===== src/rtl/edo_pkg.sv =====
package edo_pkg;
  localparam int BYTE_W = 8;

  typedef enum logic [2:0] {
    CT_IDLE  = 3'd0,
    CT_READ  = 3'd1,
    CT_EWR   = 3'd2,
    CT_LWR   = 3'd3,
    CT_RMW   = 3'd4,
    CT_RONLY = 3'd5,
    CT_CBR   = 3'd6,
    CT_CONLY = 3'd7
  } cyc_t;
endpackage


===== src/rtl/edo_strobe_edges.sv =====
module edo_strobe_edges #(
  parameter int LANES = 2
) (
  input  logic             clk,
  input  logic             rst_n,
  input  logic             ras_n,
  input  logic [LANES-1:0] cas_n,
  input  logic             we_n,
  input  logic             oe_n,
  output logic             oe_q,
  output logic             we_q,
  output logic             ras_fall,
  output logic             ras_rise,
  output logic [LANES-1:0] cas_fall,
  output logic             we_fall
);
  logic             ras_q;
  logic [LANES-1:0] cas_q;

  // previous samples; all strobes idle high in reset
  always_ff @(posedge clk or negedge rst_n) begin
    if (!rst_n) begin
      ras_q <= 1'b1;
      cas_q <= '1;
      we_q  <= 1'b1;
      oe_q  <= 1'b1;
    end else begin
      ras_q <= ras_n;
      cas_q <= cas_n;
      we_q  <= we_n;
      oe_q  <= oe_n;
    end
  end

  assign ras_fall = ras_q & ~ras_n;
  assign ras_rise = ~ras_q & ras_n;
  assign cas_fall = cas_q & ~cas_n;
  assign we_fall  = we_q & ~we_n;
endmodule


===== src/rtl/edo_cycle_ctl.sv =====
module edo_cycle_ctl
  import edo_pkg::*;
#(
  parameter int ADDR_W = 4,
  parameter int REF_W  = 9,
  parameter int LANES  = 2
) (
  input  logic              clk,
  input  logic              rst_n,
  input  logic              ras_n,
  input  logic [LANES-1:0]  cas_n,
  input  logic              we_n,
  input  logic [ADDR_W-1:0] addr,
  input  logic              ras_fall,
  input  logic              ras_rise,
  input  logic [LANES-1:0]  cas_fall,
  input  logic              we_fall,
  input  logic              oe_q,
  output cyc_t              cyc_q,
  output logic [REF_W-1:0]  rfsh_row,
  output logic [ADDR_W-1:0] row_q,
  output logic [ADDR_W-1:0] wr_col,
  output logic [LANES-1:0]  wr_en,
  output logic [LANES-1:0]  rd_load,
  output logic              clr_all
);
  logic              in_cbr;
  logic [REF_W-1:0]  ref_cnt;
  logic [ADDR_W-1:0] col_q;

  logic             any_cas_low, cbr_start, page_ok, late_ev, cas_only_ev;
  logic [LANES-1:0] lane_ev, early_ev;

  always_comb begin
    any_cas_low = ~&cas_n;
    cbr_start   = ras_fall & any_cas_low;
    page_ok     = ~ras_n & ~in_cbr & ~ras_fall;
    lane_ev     = cas_fall & {LANES{page_ok}};
    early_ev    = lane_ev & {LANES{~we_n}};
    rd_load     = lane_ev & {LANES{we_n}};
    late_ev     = we_fall & page_ok & any_cas_low & ~|lane_ev;
    cas_only_ev = |cas_fall & ras_n;
    wr_en       = early_ev | (late_ev ? ~cas_n : '0);
    wr_col      = |early_ev ? addr : col_q;
    clr_all     = |wr_en;
  end

  always_ff @(posedge clk or negedge rst_n) begin
    if (!rst_n) begin
      cyc_q    <= CT_IDLE;
      in_cbr   <= 1'b0;
      ref_cnt  <= '0;
      rfsh_row <= '0;
      row_q    <= '0;
      col_q    <= '0;
    end else begin
      if (cbr_start) begin
        in_cbr   <= 1'b1;
        rfsh_row <= ref_cnt;
      end else if (ras_fall) begin
        row_q    <= addr;
        rfsh_row <= REF_W'(addr);
      end
      if (ras_rise && in_cbr) begin
        in_cbr  <= 1'b0;
        ref_cnt <= ref_cnt + REF_W'(1);
      end
      if (|lane_ev) col_q <= addr;
      if (cbr_start)        cyc_q <= CT_CBR;
      else if (ras_fall)    cyc_q <= CT_RONLY;
      else if (|early_ev)   cyc_q <= CT_EWR;
      else if (|rd_load)    cyc_q <= CT_READ;
      else if (late_ev)     cyc_q <= oe_q ? CT_LWR : CT_RMW;
      else if (cas_only_ev) cyc_q <= CT_CONLY;
    end
  end
endmodule


===== src/rtl/edo_out_lane.sv =====
module edo_out_lane
  import edo_pkg::*;
(
  input  logic              clk,
  input  logic              rst_n,
  input  logic              load,
  input  logic              clr,
  input  logic [BYTE_W-1:0] rd_byte,
  input  logic              ras_n,
  input  logic              lane_cas_n,
  input  logic              oe_q,
  input  logic              we_q,
  output logic              drive,
  output logic [BYTE_W-1:0] byte_q
);
  logic hold;

  always_ff @(posedge clk or negedge rst_n) begin
    if (!rst_n) begin
      hold   <= 1'b0;
      byte_q <= '0;
    end else begin
      if (clr)                      hold <= 1'b0;
      else if (load)                hold <= 1'b1;
      else if (ras_n && lane_cas_n) hold <= 1'b0;
      if (load) byte_q <= rd_byte;
    end
  end

  assign drive = hold & ~oe_q & we_q;
endmodule


===== src/rtl/edo_array.sv =====
module edo_array
  import edo_pkg::*;
#(
  parameter int IDX_W = 8,
  parameter int LANES = 2
) (
  input  logic                    clk,
  input  logic [LANES-1:0]        wr_en,
  input  logic [IDX_W-1:0]        wr_idx,
  input  logic [BYTE_W*LANES-1:0] wr_data,
  input  logic [IDX_W-1:0]        rd_idx,
  output logic [BYTE_W*LANES-1:0] rd_data
);
  localparam int DEPTH = 1 << IDX_W;

  logic [BYTE_W*LANES-1:0] mem [DEPTH];

  for (genvar g = 0; g < LANES; g++) begin : g_lane_wr
    always_ff @(posedge clk) begin
      if (wr_en[g]) mem[wr_idx][g*BYTE_W +: BYTE_W] <= wr_data[g*BYTE_W +: BYTE_W];
    end
  end

  assign rd_data = mem[rd_idx];
endmodule


===== src/rtl/edo_dram_ctl.sv =====
module edo_dram_ctl
  import edo_pkg::*;
#(
  parameter int ADDR_W = 4,
  parameter int REF_W  = 9,
  parameter int LANES  = 2
) (
  input  logic                clk,
  input  logic                rst_n,
  input  logic                ras_n,
  input  logic [LANES-1:0]    cas_n,
  input  logic                we_n,
  input  logic                oe_n,
  input  logic [ADDR_W-1:0]   addr,
  input  logic [8*LANES-1:0]  din,
  output logic [8*LANES-1:0]  dout,
  output logic [LANES-1:0]    dq_oe,
  output logic [2:0]          cyc_type,
  output logic [REF_W-1:0]    rfsh_row
);
  localparam int IDX_W = 2 * ADDR_W;

  logic             oe_q, we_q, ras_fall, ras_rise, we_fall, clr_all;
  logic [LANES-1:0] cas_fall, wr_en, rd_load;
  logic [ADDR_W-1:0] row_q, wr_col;
  logic [8*LANES-1:0] rd_data;
  cyc_t             cyc_q;

  edo_strobe_edges #(.LANES(LANES)) u_edges (
    .clk(clk), .rst_n(rst_n), .ras_n(ras_n), .cas_n(cas_n), .we_n(we_n),
    .oe_n(oe_n), .oe_q(oe_q), .we_q(we_q), .ras_fall(ras_fall),
    .ras_rise(ras_rise), .cas_fall(cas_fall), .we_fall(we_fall)
  );

  edo_cycle_ctl #(.ADDR_W(ADDR_W), .REF_W(REF_W), .LANES(LANES)) u_ctl (
    .clk(clk), .rst_n(rst_n), .ras_n(ras_n), .cas_n(cas_n), .we_n(we_n),
    .addr(addr), .ras_fall(ras_fall), .ras_rise(ras_rise),
    .cas_fall(cas_fall), .we_fall(we_fall), .oe_q(oe_q), .cyc_q(cyc_q),
    .rfsh_row(rfsh_row), .row_q(row_q), .wr_col(wr_col), .wr_en(wr_en),
    .rd_load(rd_load), .clr_all(clr_all)
  );

  edo_array #(.IDX_W(IDX_W), .LANES(LANES)) u_array (
    .clk(clk), .wr_en(wr_en), .wr_idx({row_q, wr_col}), .wr_data(din),
    .rd_idx({row_q, addr}), .rd_data(rd_data)
  );

  for (genvar g = 0; g < LANES; g++) begin : g_lane
    edo_out_lane u_lane (
      .clk(clk), .rst_n(rst_n), .load(rd_load[g]), .clr(clr_all),
      .rd_byte(rd_data[g*8 +: 8]), .ras_n(ras_n), .lane_cas_n(cas_n[g]),
      .oe_q(oe_q), .we_q(we_q), .drive(dq_oe[g]), .byte_q(dout[g*8 +: 8])
    );
  end

  assign cyc_type = cyc_q;
endmodule


===== config.mk =====
export PLATFORM = sky130hd
export DESIGN_NAME = edo_dram_ctl
export DESIGN_NICKNAME = d
export VERILOG_FILES = /design/src/rtl/edo_pkg.sv /design/src/rtl/edo_strobe_edges.sv /design/src/rtl/edo_cycle_ctl.sv /design/src/rtl/edo_out_lane.sv /design/src/rtl/edo_array.sv /design/src/rtl/edo_dram_ctl.sv
export SDC_FILE = /design/constraint.sdc
export NUM_CORES = 2
export LEC_CHECK = 0
export CORE_MARGIN = 2
export CORE_UTILIZATION = 35
export CTS_BUF_LIST = sky130_fd_sc_hd__clkbuf_4 sky130_fd_sc_hd__clkbuf_8
export DETAILED_ROUTE_END_ITERATION = 7
export GPL_TIMING_DRIVEN = 0
export PLACE_DENSITY = 0.6
export REMOVE_ABC_BUFFERS = 1
export SLEW_MARGIN = 20
export SYNTH_ARGS = -nofsm -noshare
export SYNTH_HDL_FRONTEND = slang
export SYNTH_SLANG_ARGS = --single-unit

===== constraint.sdc =====
create_clock -name clk -period 3.85 [get_ports clk]
set_input_delay 0.385 -clock clk [delete_from_list [all_inputs] [get_ports clk]]
set_output_delay 0.385 -clock clk [all_outputs]
set_load 0.02 [all_outputs]

==> out/metrics.cfg <==
[setup_path]
worstSetupStartpoint=u_ctl.row_q[1]
setup.worst_path.end_class=register
critical_path_arrival_ns=4.96
crit_path_max_fanout=31
cp_data_required_time_ns=4.66
path_class=reg2reg
r2r_start=u_ctl.row_q[1]
cp-start-kind=register

[placement]
placed_cell_area_um2=170000
portbufs=56
hpwl_um=258000
placed_cells=13100
place_congestion=0.779

[timing]
setup_ws_ns=-0.299
totalNegativeSetupSlack_ns=-124.55
tightest_slew_ns=1.22
max_slew_margin_pct=18.3
post-route-period-util_pct=108
clock.fmax_mhz=241
slew_viol_final=0
fin_skew_ns=0.0693
setup_repair_after_global_routing_missed_its_margin=yes
fin_crit_ns=4.15
hold_viol_final=0
setup_viol_count_final=1275

[worst_hold_path]
worst_hold_startpoint=din[6]
hold_path.class=in2reg

[clock_tree]
cts_htree_levels=6
cts_root_buffer=sky130_fd_sc_hd__clkbuf_8
cts.reportedPaths.clkPinSlew_ns=0.07
clock_tree.buffer_depth=4
insertion_delay_ns=1.22
clock_tree_from_tritoncts=done
cts-buffers-inserted=635
cts.sink_count=4149

[power]
power_per_cell_area_nw_per_um2=508
leakagePower_uw=0.0561
max-vdd-ir-drop_mv=0.343
design_power_total_uw=94000

[routing]
vias_per_cell=5.45
drt_iter0_drc=9460
dr.pass1.iters=5
drc=0
final_antenna_net_count=0
drt-wirelength-per-cell_um=30.0
vias=77900
detail_route.wirelength_um=428000

[outcome]
violated_checks=negative setup slack
outcome=finished, violations left

[synthesis]
ys_seq_area_share_pct=77.2
synthesis.instances=7202
synth-async-reset-ratio_pct=1.28
avgSynthCellArea_um2=22.4
synth_enable_flop_cells=4096
ys.flop_type=sky130_fd_sc_hd__edfxtp_1
netlist-cell-type-count=70
synth_area_um2=161000
synth-seq-cells=4149
yosysWarningCount=0

[floorplanning]
ioPinCount=57
die_h_um=682
std_cell_rows=249
die-area_um2=465000
design.core.area_um2=459000
die_x_um=682
floorplan.initialDensity_pct=35.1

[grt]
gr-usage-met3_pct=3.91
grt_use_met1_pct=24.4
grt.met2_usage_pct=29.1
groute.usage.overall_pct=18.0
grt_antenna_before_repair=16
gr-total-overflow=0
grt_start_max_net_pins=131
first_global_vias=79600
grt_first_pass_wirelength_um=600000
grt-busiest-layer=met2

[flow_run]
cap_viol_max_count=0

[layout]
final_layout_size_suffix_gt1_share_pct=34.2
final_nets=7664
final_cell_area_um2=185000
post-route-util_pct=40.3
area.growth.synth_to_final_pct=14.8
layout_cells_excl_fill=14300

==> kinds of logic after synthesis <==
| family | after synthesis | share of synthesized area [%] |
|---|---|---|
| muxes | 1353 | 17.4 |
| adders and majority gates | 1 | 0.00777 |
| DFF | 4149 | 77.2 |
| and+or+nand+nor | 940 | 2.41 |
| xor gates and xnor gates | 8 | 0.0435 |
| buffers and inverters | 440 | 1.61 |
| AOI/OAI and AO/OA | 311 | 1.34 |
==> area by class of cell <==
class / count / area, um^2
Antenna cell: 17 / 42.5
Clock buffer: 852 / 10400
Clock inverter: 265 / 1800
Fill cell: 39900 / 274000
Inverter: 5 / 32.5
Multi-Input combinational cell: 2613 / 36100
Sequential cell: 4149 / 124000
Tap cell: 6149 / 7690
Timing Repair Buffer: 232 / 4370
==> per-layer routing <==
layer	part of all wire, %	vias to the layer above
li1	-	31400
met1	40	42300
met2	48	3577
met3	8.4	630
met4	2.7	2
met5	0.0030	-
==> power by group <==
part / switching (uW) / internal, uW
Sequential: 341 / 49800
Clock: 17500 / 18400
Combinational: 5360 / 2600
==> final timing paths <==
kind | to | slack (ns) | cells past startpoint
worst max register to register | u_array.mem[132][2] | -0.30 | 4
worst min register to register | u_ctl.ref_cnt[8] | 0.47 | 1
worst max-delay path | u_array.mem[132][2] | -0.30 | 4
min in group asynchronous | g_lane[1].u_lane.byte_q[4] | 0.30 | 4
worst min-delay path | u_array.mem[66][6] | 0.11 | 2
max in group asynchronous | u_edges.cas_q[0] | 2.90 | 5
==> registers in the layout (all words and copies together), names as in the netlist <==
name,count
u_ctl.in_cbr,1
u_ctl.ref_cnt,9
u_ctl.row_q,4
u_edges.cas_q,2
u_edges.ras_q,1
g_lane.u_lane.hold,2
g_lane.u_lane.byte_q,16
u_ctl.cyc_q,3
u_ctl.col_q,4
u_edges.we_q,1
u_array.mem,4096
u_edges.oe_q,1
u_ctl.rfsh_row,9
==> repair_timing <==
item	in CTS	in global routing
endpoints found under the hold margin	3667	0
hold buffers	28	0
setup buffers	7	6
cloned	6	2
gates resized for setup	361	174
setup endpoints to repair	4112	3874
pin swaps	4	3
==> worst max-delay path: stages, from the launching register on <==
cell and delay (ns):
sky130_fd_sc_hd__dfrtp_4 0.72, sky130_fd_sc_hd__buf_16 0.29, sky130_fd_sc_hd__nor2_1 0.94, sky130_fd_sc_hd__nand3_2 0.97, sky130_fd_sc_hd__nor2_2 0.74
==> through the flow <==
step                      setup slack [ns]  hold WS [ns]
after global placement              -92.84         0.467
after detailed placement             -2.83         0.341
after global routing                -0.341        0.0770
after CTS                           -0.340       0.00254
after floorplan                      -4.51        0.0894
final                               -0.299         0.105
==> cells in the final DEF (no fill, tap or decap), drive strengths merged, types with 18 or more instances in the layout <==
cell           count
edfxtp          4096
mux4            1152
clkbuf           854
nor2             587
clkinv           208
mux2i            191
nand2            183
buf              162
o21ai             61
o22ai             57
dfrtp             48
inv               44
nor3              43
nand3             43
clkdlybuf4s50     35
a21oi             31
a22oi             27
dlygate4sd3       27
a211oi            21
a221oi            20
a32oi             18
==> synthesized netlist by cell type (4+ instances only) <==
cell	n	area share (%)
sky130_fd_sc_hd__a211oi_1	21	0.098
sky130_fd_sc_hd__a21oi_1	31	0.096
sky130_fd_sc_hd__a221oi_1	20	0.11
sky130_fd_sc_hd__a22o_1	6	0.033
sky130_fd_sc_hd__a22oi_1	27	0.13
sky130_fd_sc_hd__a31oi_1	14	0.054
sky130_fd_sc_hd__a32oi_1	18	0.098
sky130_fd_sc_hd__and3_1	7	0.027
sky130_fd_sc_hd__and4_1	5	0.027
sky130_fd_sc_hd__buf_1	40	0.093
sky130_fd_sc_hd__buf_12	7	0.087
sky130_fd_sc_hd__buf_2	110	0.34
sky130_fd_sc_hd__buf_4	64	0.30
sky130_fd_sc_hd__buf_6	41	0.29
sky130_fd_sc_hd__buf_8	12	0.11
sky130_fd_sc_hd__clkbuf_1	161	0.38
sky130_fd_sc_hd__dfrtp_1	48	0.75
sky130_fd_sc_hd__dfstp_2	5	0.082
sky130_fd_sc_hd__edfxtp_1	4096	76
sky130_fd_sc_hd__mux2_2	10	0.070
sky130_fd_sc_hd__mux2i_1	191	1.2
sky130_fd_sc_hd__mux4_2	1149	16
sky130_fd_sc_hd__nand2_1	183	0.43
sky130_fd_sc_hd__nand2b_1	16	0.062
sky130_fd_sc_hd__nand3_1	43	0.13
sky130_fd_sc_hd__nand3b_1	4	0.019
sky130_fd_sc_hd__nand4_1	17	0.066
sky130_fd_sc_hd__nor2_1	587	1.4
sky130_fd_sc_hd__nor2b_1	13	0.051
sky130_fd_sc_hd__nor3_1	43	0.13
sky130_fd_sc_hd__nor4_1	5	0.019
sky130_fd_sc_hd__o2111ai_1	5	0.027
sky130_fd_sc_hd__o211ai_1	5	0.023
sky130_fd_sc_hd__o21ai_0	60	0.19
sky130_fd_sc_hd__o221ai_1	4	0.022
sky130_fd_sc_hd__o22a_1	4	0.022
sky130_fd_sc_hd__o22ai_1	57	0.22
sky130_fd_sc_hd__o31ai_1	4	0.019
sky130_fd_sc_hd__o32a_1	8	0.050
sky130_fd_sc_hd__or2_2	5	0.019
sky130_fd_sc_hd__xnor2_1	6	0.033
No activity file was read; power rests on OpenSTA's default activity.
